==> src/rtl/vtg_pkg.sv <==
package vtg_pkg;
  typedef enum logic [1:0] {
    MODE_SHORT = 2'd0,
    MODE_LONG  = 2'd1,
    MODE_OTH_A = 2'd2,
    MODE_OTH_B = 2'd3
  } vtg_mode_e;

  function automatic int unsigned max_u(input int unsigned a, input int unsigned b);
    return (a > b) ? a : b;
  endfunction
endpackage

==> src/rtl/vtg_edge.sv <==
module vtg_edge (
  input  logic clk_i,
  input  logic rst_ni,
  input  logic sig_i,
  output logic rise_o
);
  logic sig_q;

  always_ff @(posedge clk_i or negedge rst_ni) begin
    if (!rst_ni) sig_q <= 1'b0;
    else         sig_q <= sig_i;
  end

  assign rise_o = sig_i & ~sig_q;
endmodule

==> src/rtl/vtg_aux_cnt.sv <==
module vtg_aux_cnt
  import vtg_pkg::*;
#(
  parameter int unsigned SHORT_LINES = 263,
  parameter int unsigned LONG_LINES  = 313,
  parameter int unsigned OTHER_LINES = 650,
  parameter int unsigned CNT_W       = 10
) (
  input  logic             clk_i,
  input  logic             rst_ni,
  input  logic             line_i,
  input  logic             restart_i,
  input  logic [1:0]       mode_i,
  output vtg_mode_e        act_mode_o,
  output logic             wrap_o,
  output logic [CNT_W-1:0] cnt_o,
  output logic [CNT_W-1:0] len_o
);
  localparam int unsigned NUM_MODES = 4;

  logic [CNT_W-1:0] len_tab [NUM_MODES];

  for (genvar g = 0; g < NUM_MODES; g++) begin : g_len
    localparam int unsigned LEN = (g == 0) ? SHORT_LINES :
                                  (g == 1) ? LONG_LINES  : OTHER_LINES;
    assign len_tab[g] = CNT_W'(LEN);
  end

  assign len_o  = len_tab[act_mode_o];
  assign wrap_o = line_i && (cnt_o == len_o - CNT_W'(1));

  always_ff @(posedge clk_i or negedge rst_ni) begin
    if (!rst_ni) begin
      cnt_o      <= '0;
      act_mode_o <= MODE_SHORT;
    end else if (restart_i) begin
      cnt_o      <= '0;
      act_mode_o <= vtg_mode_e'(mode_i);
    end else if (wrap_o) begin
      cnt_o      <= '0;
      act_mode_o <= vtg_mode_e'(mode_i);
    end else if (line_i) begin
      cnt_o      <= cnt_o + CNT_W'(1);
    end
  end
endmodule

==> src/rtl/vtg_loss_det.sv <==
module vtg_loss_det #(
  parameter int unsigned SHORT_TIMEOUT = 468,
  parameter int unsigned LONG_TIMEOUT  = 900,
  parameter int unsigned CNT_W         = 10
) (
  input  logic clk_i,
  input  logic rst_ni,
  input  logic line_i,
  input  logic restart_i,
  input  logic long_i,
  output logic free_run_o
);
  logic [CNT_W-1:0] loss_cnt;
  logic [CNT_W-1:0] limit;

  assign limit = long_i ? CNT_W'(LONG_TIMEOUT - 1) : CNT_W'(SHORT_TIMEOUT - 1);

  always_ff @(posedge clk_i or negedge rst_ni) begin
    if (!rst_ni) begin
      loss_cnt   <= '0;
      free_run_o <= 1'b1;
    end else if (restart_i) begin
      loss_cnt   <= '0;
      free_run_o <= 1'b0;
    end else if (line_i && !free_run_o) begin
      if (loss_cnt >= limit) begin
        loss_cnt   <= '0;
        free_run_o <= 1'b1;
      end else begin
        loss_cnt   <= loss_cnt + CNT_W'(1);
      end
    end
  end
endmodule

==> src/rtl/vtg_pulse_gen.sv <==
module vtg_pulse_gen (
  input  logic clk_i,
  input  logic rst_ni,
  input  logic line_i,
  input  logic fire_i,
  output logic vst_o,
  output logic frp_o
);
  always_ff @(posedge clk_i or negedge rst_ni) begin
    if (!rst_ni) begin
      vst_o <= 1'b0;
      frp_o <= 1'b0;
    end else if (fire_i) begin
      vst_o <= 1'b1;
      frp_o <= ~frp_o;
    end else if (line_i) begin
      vst_o <= 1'b0;
    end
  end
endmodule

==> src/rtl/vtg_nosig_tg.sv <==
module vtg_nosig_tg
  import vtg_pkg::*;
#(
  parameter int unsigned SHORT_LINES   = 263,
  parameter int unsigned LONG_LINES    = 313,
  parameter int unsigned OTHER_LINES   = 650,
  parameter int unsigned SHORT_TIMEOUT = 468,
  parameter int unsigned LONG_TIMEOUT  = 900
) (
  input  logic       clk_i,
  input  logic       rst_ni,
  input  logic       line_pulse_i,
  input  logic       vsync_i,
  input  logic [1:0] mode_i,
  output logic       vst_o,
  output logic       frp_o,
  output logic       free_run_o
);
  localparam int unsigned MAX_LINES =
    max_u(max_u(max_u(SHORT_LINES, LONG_LINES), OTHER_LINES),
          max_u(SHORT_TIMEOUT, LONG_TIMEOUT));
  localparam int unsigned CNT_W = $clog2(MAX_LINES + 1);

  logic             vs_rise;
  logic             aux_wrap;
  logic [CNT_W-1:0] aux_cnt;
  logic [CNT_W-1:0] aux_len;
  vtg_mode_e        act_mode;
  logic             fire;

  vtg_edge u_edge (
    .clk_i  (clk_i),
    .rst_ni (rst_ni),
    .sig_i  (vsync_i),
    .rise_o (vs_rise)
  );

  vtg_aux_cnt #(
    .SHORT_LINES (SHORT_LINES),
    .LONG_LINES  (LONG_LINES),
    .OTHER_LINES (OTHER_LINES),
    .CNT_W       (CNT_W)
  ) u_aux (
    .clk_i      (clk_i),
    .rst_ni     (rst_ni),
    .line_i     (line_pulse_i),
    .restart_i  (vs_rise),
    .mode_i     (mode_i),
    .act_mode_o (act_mode),
    .wrap_o     (aux_wrap),
    .cnt_o      (aux_cnt),
    .len_o      (aux_len)
  );

  vtg_loss_det #(
    .SHORT_TIMEOUT (SHORT_TIMEOUT),
    .LONG_TIMEOUT  (LONG_TIMEOUT),
    .CNT_W         (CNT_W)
  ) u_loss (
    .clk_i      (clk_i),
    .rst_ni     (rst_ni),
    .line_i     (line_pulse_i),
    .restart_i  (vs_rise),
    .long_i     (act_mode != MODE_SHORT),
    .free_run_o (free_run_o)
  );

  // frame start: sync edge, or self-timed wrap while free-running
  assign fire = vs_rise | (free_run_o & aux_wrap);

  vtg_pulse_gen u_pulse (
    .clk_i  (clk_i),
    .rst_ni (rst_ni),
    .line_i (line_pulse_i),
    .fire_i (fire),
    .vst_o  (vst_o),
    .frp_o  (frp_o)
  );
endmodule


==> config.mk <==
export PLATFORM = sky130hd
export DESIGN_NAME = vtg_nosig_tg
export DESIGN_NICKNAME = d
export VERILOG_FILES = /design/src/rtl/vtg_pkg.sv /design/src/rtl/vtg_edge.sv /design/src/rtl/vtg_aux_cnt.sv /design/src/rtl/vtg_loss_det.sv /design/src/rtl/vtg_pulse_gen.sv /design/src/rtl/vtg_nosig_tg.sv
export SDC_FILE = /design/constraint.sdc
export NUM_CORES = 1
export LEC_CHECK = 0
export ABC_CLOCK_PERIOD_IN_PS = 2600
export BUFFER_PORTS_ARGS = -buffer_cell sky130_fd_sc_hd__buf_2
export CAP_MARGIN = 20
export CORE_MARGIN = 5
export CORE_UTILIZATION = 50
export CTS_CLUSTER_SIZE = 30
export DETAILED_ROUTE_END_ITERATION = 7
export GPL_TIMING_DRIVEN = 1
export PLACE_DENSITY = 0.78
export SYNTH_ARGS = -nofsm -noshare
export SYNTH_HDL_FRONTEND = slang
export SYNTH_SLANG_ARGS = --single-unit
export TNS_END_PERCENT = 100
==> constraint.sdc <==
create_clock -name clk_i -period 2.6 [get_ports clk_i]
set_input_delay 0.26 -clock clk_i [delete_from_list [all_inputs] [get_ports clk_i]]
set_output_delay 0.26 -clock clk_i [all_outputs]
set_load 0.1 [all_outputs]
Word-level counts from Yosys, hierarchy flattened
Cells that the tools add are included.
- input bits: 6
- word-level logic and storage cells: 46
- output and inout bits: 3
- flip-flop bits (word level): 26
- bitwise operators: 6
- muxes and demuxes: 17
- order comparisons: 2
- reductions and logical operators: 10
- $add $sub $neg: 3
- equal/unequal tests: 1
- operator list (operator ; count):
    2-to-1 mux 10 bit ; 9
    adder 10 x 1 -> 10 bit, second input constant ; 2
    binary-select mux 10 bit (select 2 bit) ; 1
    == test 10 bit ; 1
    >= comparator 10 bit ; 1
    nonzero test 2 bit ; 5
    subtractor 10 x 1 -> 10 bit, second input constant ; 1
    2-to-1 mux 1 bit ; 5
    2-to-1 mux 2 bit ; 2
    >= comparator 3 bit, second input constant ; 1
    inverter 2 -> 3 bit ; 1
    nonzero test 3 bit ; 1
    AND 1 bit ; 2
    logical AND 1 bit ; 2
    inverter 1 bit ; 2
    AND reduction 2 bit ; 1
    zero test 1 bit ; 1
    OR 1 bit ; 1

Depth between registers and ports, before layout
- depth in word-level cells: 10
- depth in mapped cells: 6
- gate-level depth less buffers: 6

Hierarchy
From an unflattened synthesis, not the netlist that was laid out.
- cells, all modules: 155
- area total of the unflattened synthesis: 1530.2 um2
- by module, submodules not included (module ; area each (um2) ; times used ; seq. area each (um2) ; cells each):
    vtg_aux_cnt ; 738.2 ; 1 ; 300.3 ; 77
    vtg_loss_det ; 668.1 ; 1 ; 276.5 ; 69
    vtg_pulse_gen ; 71.3 ; 1 ; 50.0 ; 5
    vtg_edge ; 38.8 ; 1 ; 25.0 ; 2
    vtg_nosig_tg ; 13.8 ; 1 ; 0.0 ; 2

Worst setup path after synthesis
Ideal clock, no wire load.
- kind: reg-to-reg
- start point: reg u_loss.free_run_o
- end point: reg u_loss.loss_cnt[6]
- required time: 2.474 ns
- path slack: 0.815 ns
- setup time: 0.126 ns
- stages on the path, launching flop included: 5
- period minus slack after synthesis: 1.785 ns
- arrival: 1.659 ns
- path buffers: 0
- cells stage by stage: dfstp_2 -> and2b_1 -> o2111ai_1 -> or3_1 -> a21oi_1
- longest elaborated chain between the ends: 3
- ends and longest elaborated chain (element ; RTL line ; source):
    from (decl) ; vtg_loss_det.sv:11 ; output logic free_run_o
    from (signal assigned) ; vtg_loss_det.sv:21 ; free_run_o <= 1'b1;
    from (signal assigned) ; vtg_loss_det.sv:24 ; free_run_o <= 1'b0;
    from (signal assigned) ; vtg_loss_det.sv:28 ; free_run_o <= 1'b1;
    zero test 1 bit ; vtg_loss_det.sv:25 ; end else if (line_i && !free_run_o) begin
    logical AND 1 bit ; vtg_loss_det.sv:25 ;
    nonzero test 2 bit (no source line) ; -- ;
    to (signal assigned) ; vtg_loss_det.sv:30 ; loss_cnt <= loss_cnt + CNT_W'(1);
    to (decl) ; vtg_loss_det.sv:13 ; logic [CNT_W-1:0] loss_cnt;
Every way passes these cells.
A chain may end at the register's enable or synchronous reset.

Worst setup path after layout
- start point: reg u_aux.cnt_o[8]
- end point: reg u_aux.act_mode_o[0]
- longest elaborated chain between the ends: 3
- ends and longest elaborated chain (element ; RTL line ; source):
    from (decl) ; vtg_aux_cnt.sv:16 ; output logic [CNT_W-1:0] cnt_o,
    from (signal assigned) ; vtg_aux_cnt.sv:43 ; cnt_o <= cnt_o + CNT_W'(1);
    == test 10 bit ; vtg_aux_cnt.sv:30 ; assign wrap_o = line_i && (cnt_o == len_o - CNT_W'(1));
    logical AND 1 bit ; vtg_aux_cnt.sv:30 ;
    nonzero test 2 bit (no source line) ; -- ;
    to (signal assigned) ; vtg_aux_cnt.sv:38 ; act_mode_o <= vtg_mode_e'(mode_i);
    to (signal assigned) ; vtg_aux_cnt.sv:41 ; act_mode_o <= vtg_mode_e'(mode_i);
    to (decl) ; vtg_aux_cnt.sv:14 ; output vtg_mode_e act_mode_o,
Every way passes these cells.

==> results.py <==
metrics = {
    "status": {
        "status": "finished clean",
    },
    "sta": {
        "drv_slew": 0,
        "clock.fmax_mhz": 507,
        "maxSlewHeadroom_pct": 60.8,
        "rsz0062_at_grt": "no",
        "setup_viol": 0,
        "max_slew.worst_pin.slew_ns": 0.574,
        "setup_slack_ns": 0.628,
        "hold_viol": 0,
        "period_share_pct": 75.8,
        "fin_skew_ns": 0.0123,
        "final.setup.tns_ns": 0,
        "post-route-min-period_ns": 1.97,
    },
    "synth": {
        "synth.cell_area_sq_um": 1480,
        "syn-num-nets": 159,
        "synth_compound_area_share_pct": 20.9,
        "muxShareOfSynthArea_pct": 0.763,
        "synthTopCellsByArea": "dfrtp_1 (42%), xnor2_1 (4.7%), nor2_1 (4.6%), ha_1 (4.2%), xor2_1 (3.6%)",
        "ys.flop_type": "dfrtp_1",
        "yosys.cell_types.count": 46,
        "synth_top_family_by_area": "compound AO/OA/AOI/OAI gates",
        "synth_enable_flop_cells": 0,
        "synth_xor_area_share_pct": 8.31,
        "synth-seq-cells": 26,
        "synthCells": 148,
        "yosys_warnings": 0,
        "synthSimpleGateAreaFrac_pct": 18.6,
        "yosys.area.top_type": "dfrtp_1",
        "synth-async-reset-ratio_pct": 100,
        "yosys.area_share.adder_pct": 4.24,
        "syn_area_per_cell_sq_um": 9.97,
        "yosysTopAreaCellShare_pct": 42.4,
        "yosysSeqAreaShare_pct": 44.2,
    },
    "cts": {
        "clock_latency_ns": 0.33,
        "root_buffer": "clkbuf_4",
        "cts_resized": 0,
        "cts_max_path_buffers": 2,
        "cts_made_buffers": 3,
        "tritoncts": "yes",
        "clkSinkCount": 26,
        "clk_pin_slew_ns": 0.15,
        "h-tree-depth": 1,
    },
    "power_and_ir_drop": {
        "power.total_mw": 0.927,
        "p_per_area_nw_per_um2": 577,
        "p_sw_mw": 0.268,
        "seq_power_share_pct": 52.2,
        "p_clk_share_pct": 30.5,
        "p_comb_share_pct": 17.3,
        "p_int_mw": 0.659,
        "ir_drop_mv": 0.391,
        "p_leak_nw": 0.695,
        "swShare_pct": 28.9,
    },
    "worst_setup_path": {
        "arrival_ns": 2.19,
        "r2r-end": "u_aux.act_mode_o[0]",
        "worstSetupPathType": "register to register",
        "r2r_setup_slack_ns": 0.63,
        "required_ns": 2.82,
        "path_buf_inv": 1,
        "r2r-start": "u_aux.cnt_o[8]",
        "path_delay_family": "compound AO/OA/AOI/OAI gates",
        "slowest_stage": "dfrtp_1",
        "path_max_fanout": 11,
        "critPathLaunchType": "register",
        "max_stage_delay_ns": 0.44,
        "reg2regPathDepth": 5,
        "crit_path_end_kind": "register",
        "crit_chain": "nand4b_1 -> o32a_1 -> o41ai_2 -> buf_4 -> mux2_1",
    },
    "global_routing": {
        "grt_pass1_vias": 1129,
        "antenna_found_initial": 0,
        "grt_pass1_wl_um": 5370,
        "grt_usage_pct": 15.8,
        "overflow": 0,
        "grt_max_degree": 27,
    },
    "detailed_routing": {
        "wl_per_cell_um": 15.8,
        "initialDrtViolationCount": 63,
        "drtAntennaViolNets": 0,
        "wirelength_um": 2990,
        "viasPerCell": 6.38,
        "drc": 0,
        "first_pass_iters": 4,
        "via_count": 1206,
    },
    "min_path": {
        "hp-start": "vsync_i",
        "min_delay_worst_endpoint": "u_edge.sig_q",
        "hold_depth": 1,
        "hold_path_class": "input pin to register",
    },
    "floorplanning": {
        "pin_count": 9,
        "rows": 19,
        "core_area_sq_um": 2780,
        "die_x_um": 64.3,
        "die_area_sq_um": 4140,
        "die_y_um": 64.3,
        "initial_core_util_pct": 53.0,
    },
    "placed_design": {
        "io_buffers": 8,
        "dpl_cell_area_sq_um": 1540,
        "post-place-ws_ns": 0.663,
        "detailed_place_hpwl_um": 2100,
        "gp_congestion": 0.825,
    },
    "layout": {
        "syn2layout_area_growth_pct": 8.91,
        "stdcell_area_sq_um": 1610,
        "nets": 170,
        "n_antenna_cell": 0,
        "layout_common_cells": "dfrtp_1 (25), nor2_1 (18), xnor2_1 (8), buf_2 (8), nand2_1 (7)",
        "drive_gt1_share_pct": 12.7,
        "layout_commonest_cell": "dfrtp_1",
    },
    "flow_run": {
        "max_cap_violations": 0,
    },
}
cells in the mapped netlist (2+ instances only):
library cell,n
a2111oi_0,3
a211oi_1,4
a21oi_1,5
a32o_1,3
and3_1,5
buf_2,2
clkbuf_1,2
dfrtp_1,25
ha_1,5
inv_1,5
nand2_1,7
nand2b_1,2
nand3_1,2
nand4_1,4
nor2_1,18
nor3_1,3
o2111ai_1,5
o21ai_0,4
o31ai_1,2
or3_1,4
xnor2_1,8
xor2_1,6
through the flow:
stage | util, % | hold slack (ns) | cells
global placement | 55.5 | 0.292 | 184
CTS | 57.8 | 0.0402 | 189
finish | 57.8 | 0.0439 | 189
global route | 57.8 | 0.0234 | 189
floorplan | - | -0.0356 | 148
detailed placement | 55.5 | 0.296 | 184
area by class of cell:
| type | instances | area, sq um |
|---|---|---|
| Fill cell | 238 | 1170 |
| Multi-Input combinational cell | 112 | 779 |
| Sequential cell | 26 | 652 |
| Timing Repair Buffer | 11 | 65.1 |
| Tap cell | 31 | 38.8 |
| Clock inverter | 1 | 30.0 |
| Clock buffer | 3 | 22.5 |
| Inverter | 5 | 18.8 |
sequential cells by signal (all words and copies together) (netlist names):
register           cells
u_pulse.vst_o          1
u_loss.loss_cnt       10
u_pulse.frp_o          1
u_aux.act_mode_o       2
u_aux.cnt_o           10
u_loss.free_run_o      1
u_edge.sig_q           1
per-layer routing:
layer  vias up  GRT usage, %  routed length (um)
li1        575             -                   -
met1       590          22.7                1390
met2        35          24.5                1400
met3         6          2.63                 157
met4         0          4.58                  38
met5         -             0                   0
cells by family after synthesis:
group           count (synthesis)
compound gates                 39
simple gates                   53
buf+inv                        10
xor+xnor                       14
flops                          26
fa+ha+maj                       5
mux                             1
worst max-delay path by stage:
stage	from	endpoint	slack [ns]	depth (start not counted)
6_report	u_aux.cnt_o[8]	u_aux.act_mode_o[0]	0.63	5
5_1_grt	u_aux.cnt_o[0]	u_aux.act_mode_o[0]	0.55	5
4_1_cts	u_aux.cnt_o[8]	u_aux.act_mode_o[0]	0.63	5
3_5_place_dp	u_aux.cnt_o[8]	u_aux.act_mode_o[0]	0.66	5
3_3_place_gp	u_aux.cnt_o[8]	u_aux.act_mode_o[0]	0.70	5
2_1_floorplan	u_loss.free_run_o	u_loss.loss_cnt[6]	0.81	4
timing repair:
item / 4_1_cts / 5_1_grt
setup buffers: 0 / 0
hold buffers: 1 / 0
hold endpoints to repair: 25 / 0
power groups by stage:
stage                     sequential, mW  clock [mW]  combinational, mW
after global routing               0.490       0.308              0.180
after detailed placement           0.490           0              0.157
final                              0.484       0.283              0.160
after floorplan                    0.494           0              0.105
after global placement             0.488           0              0.153
after CTS                          0.483       0.288              0.161
(Power assumes the default switching activity.)
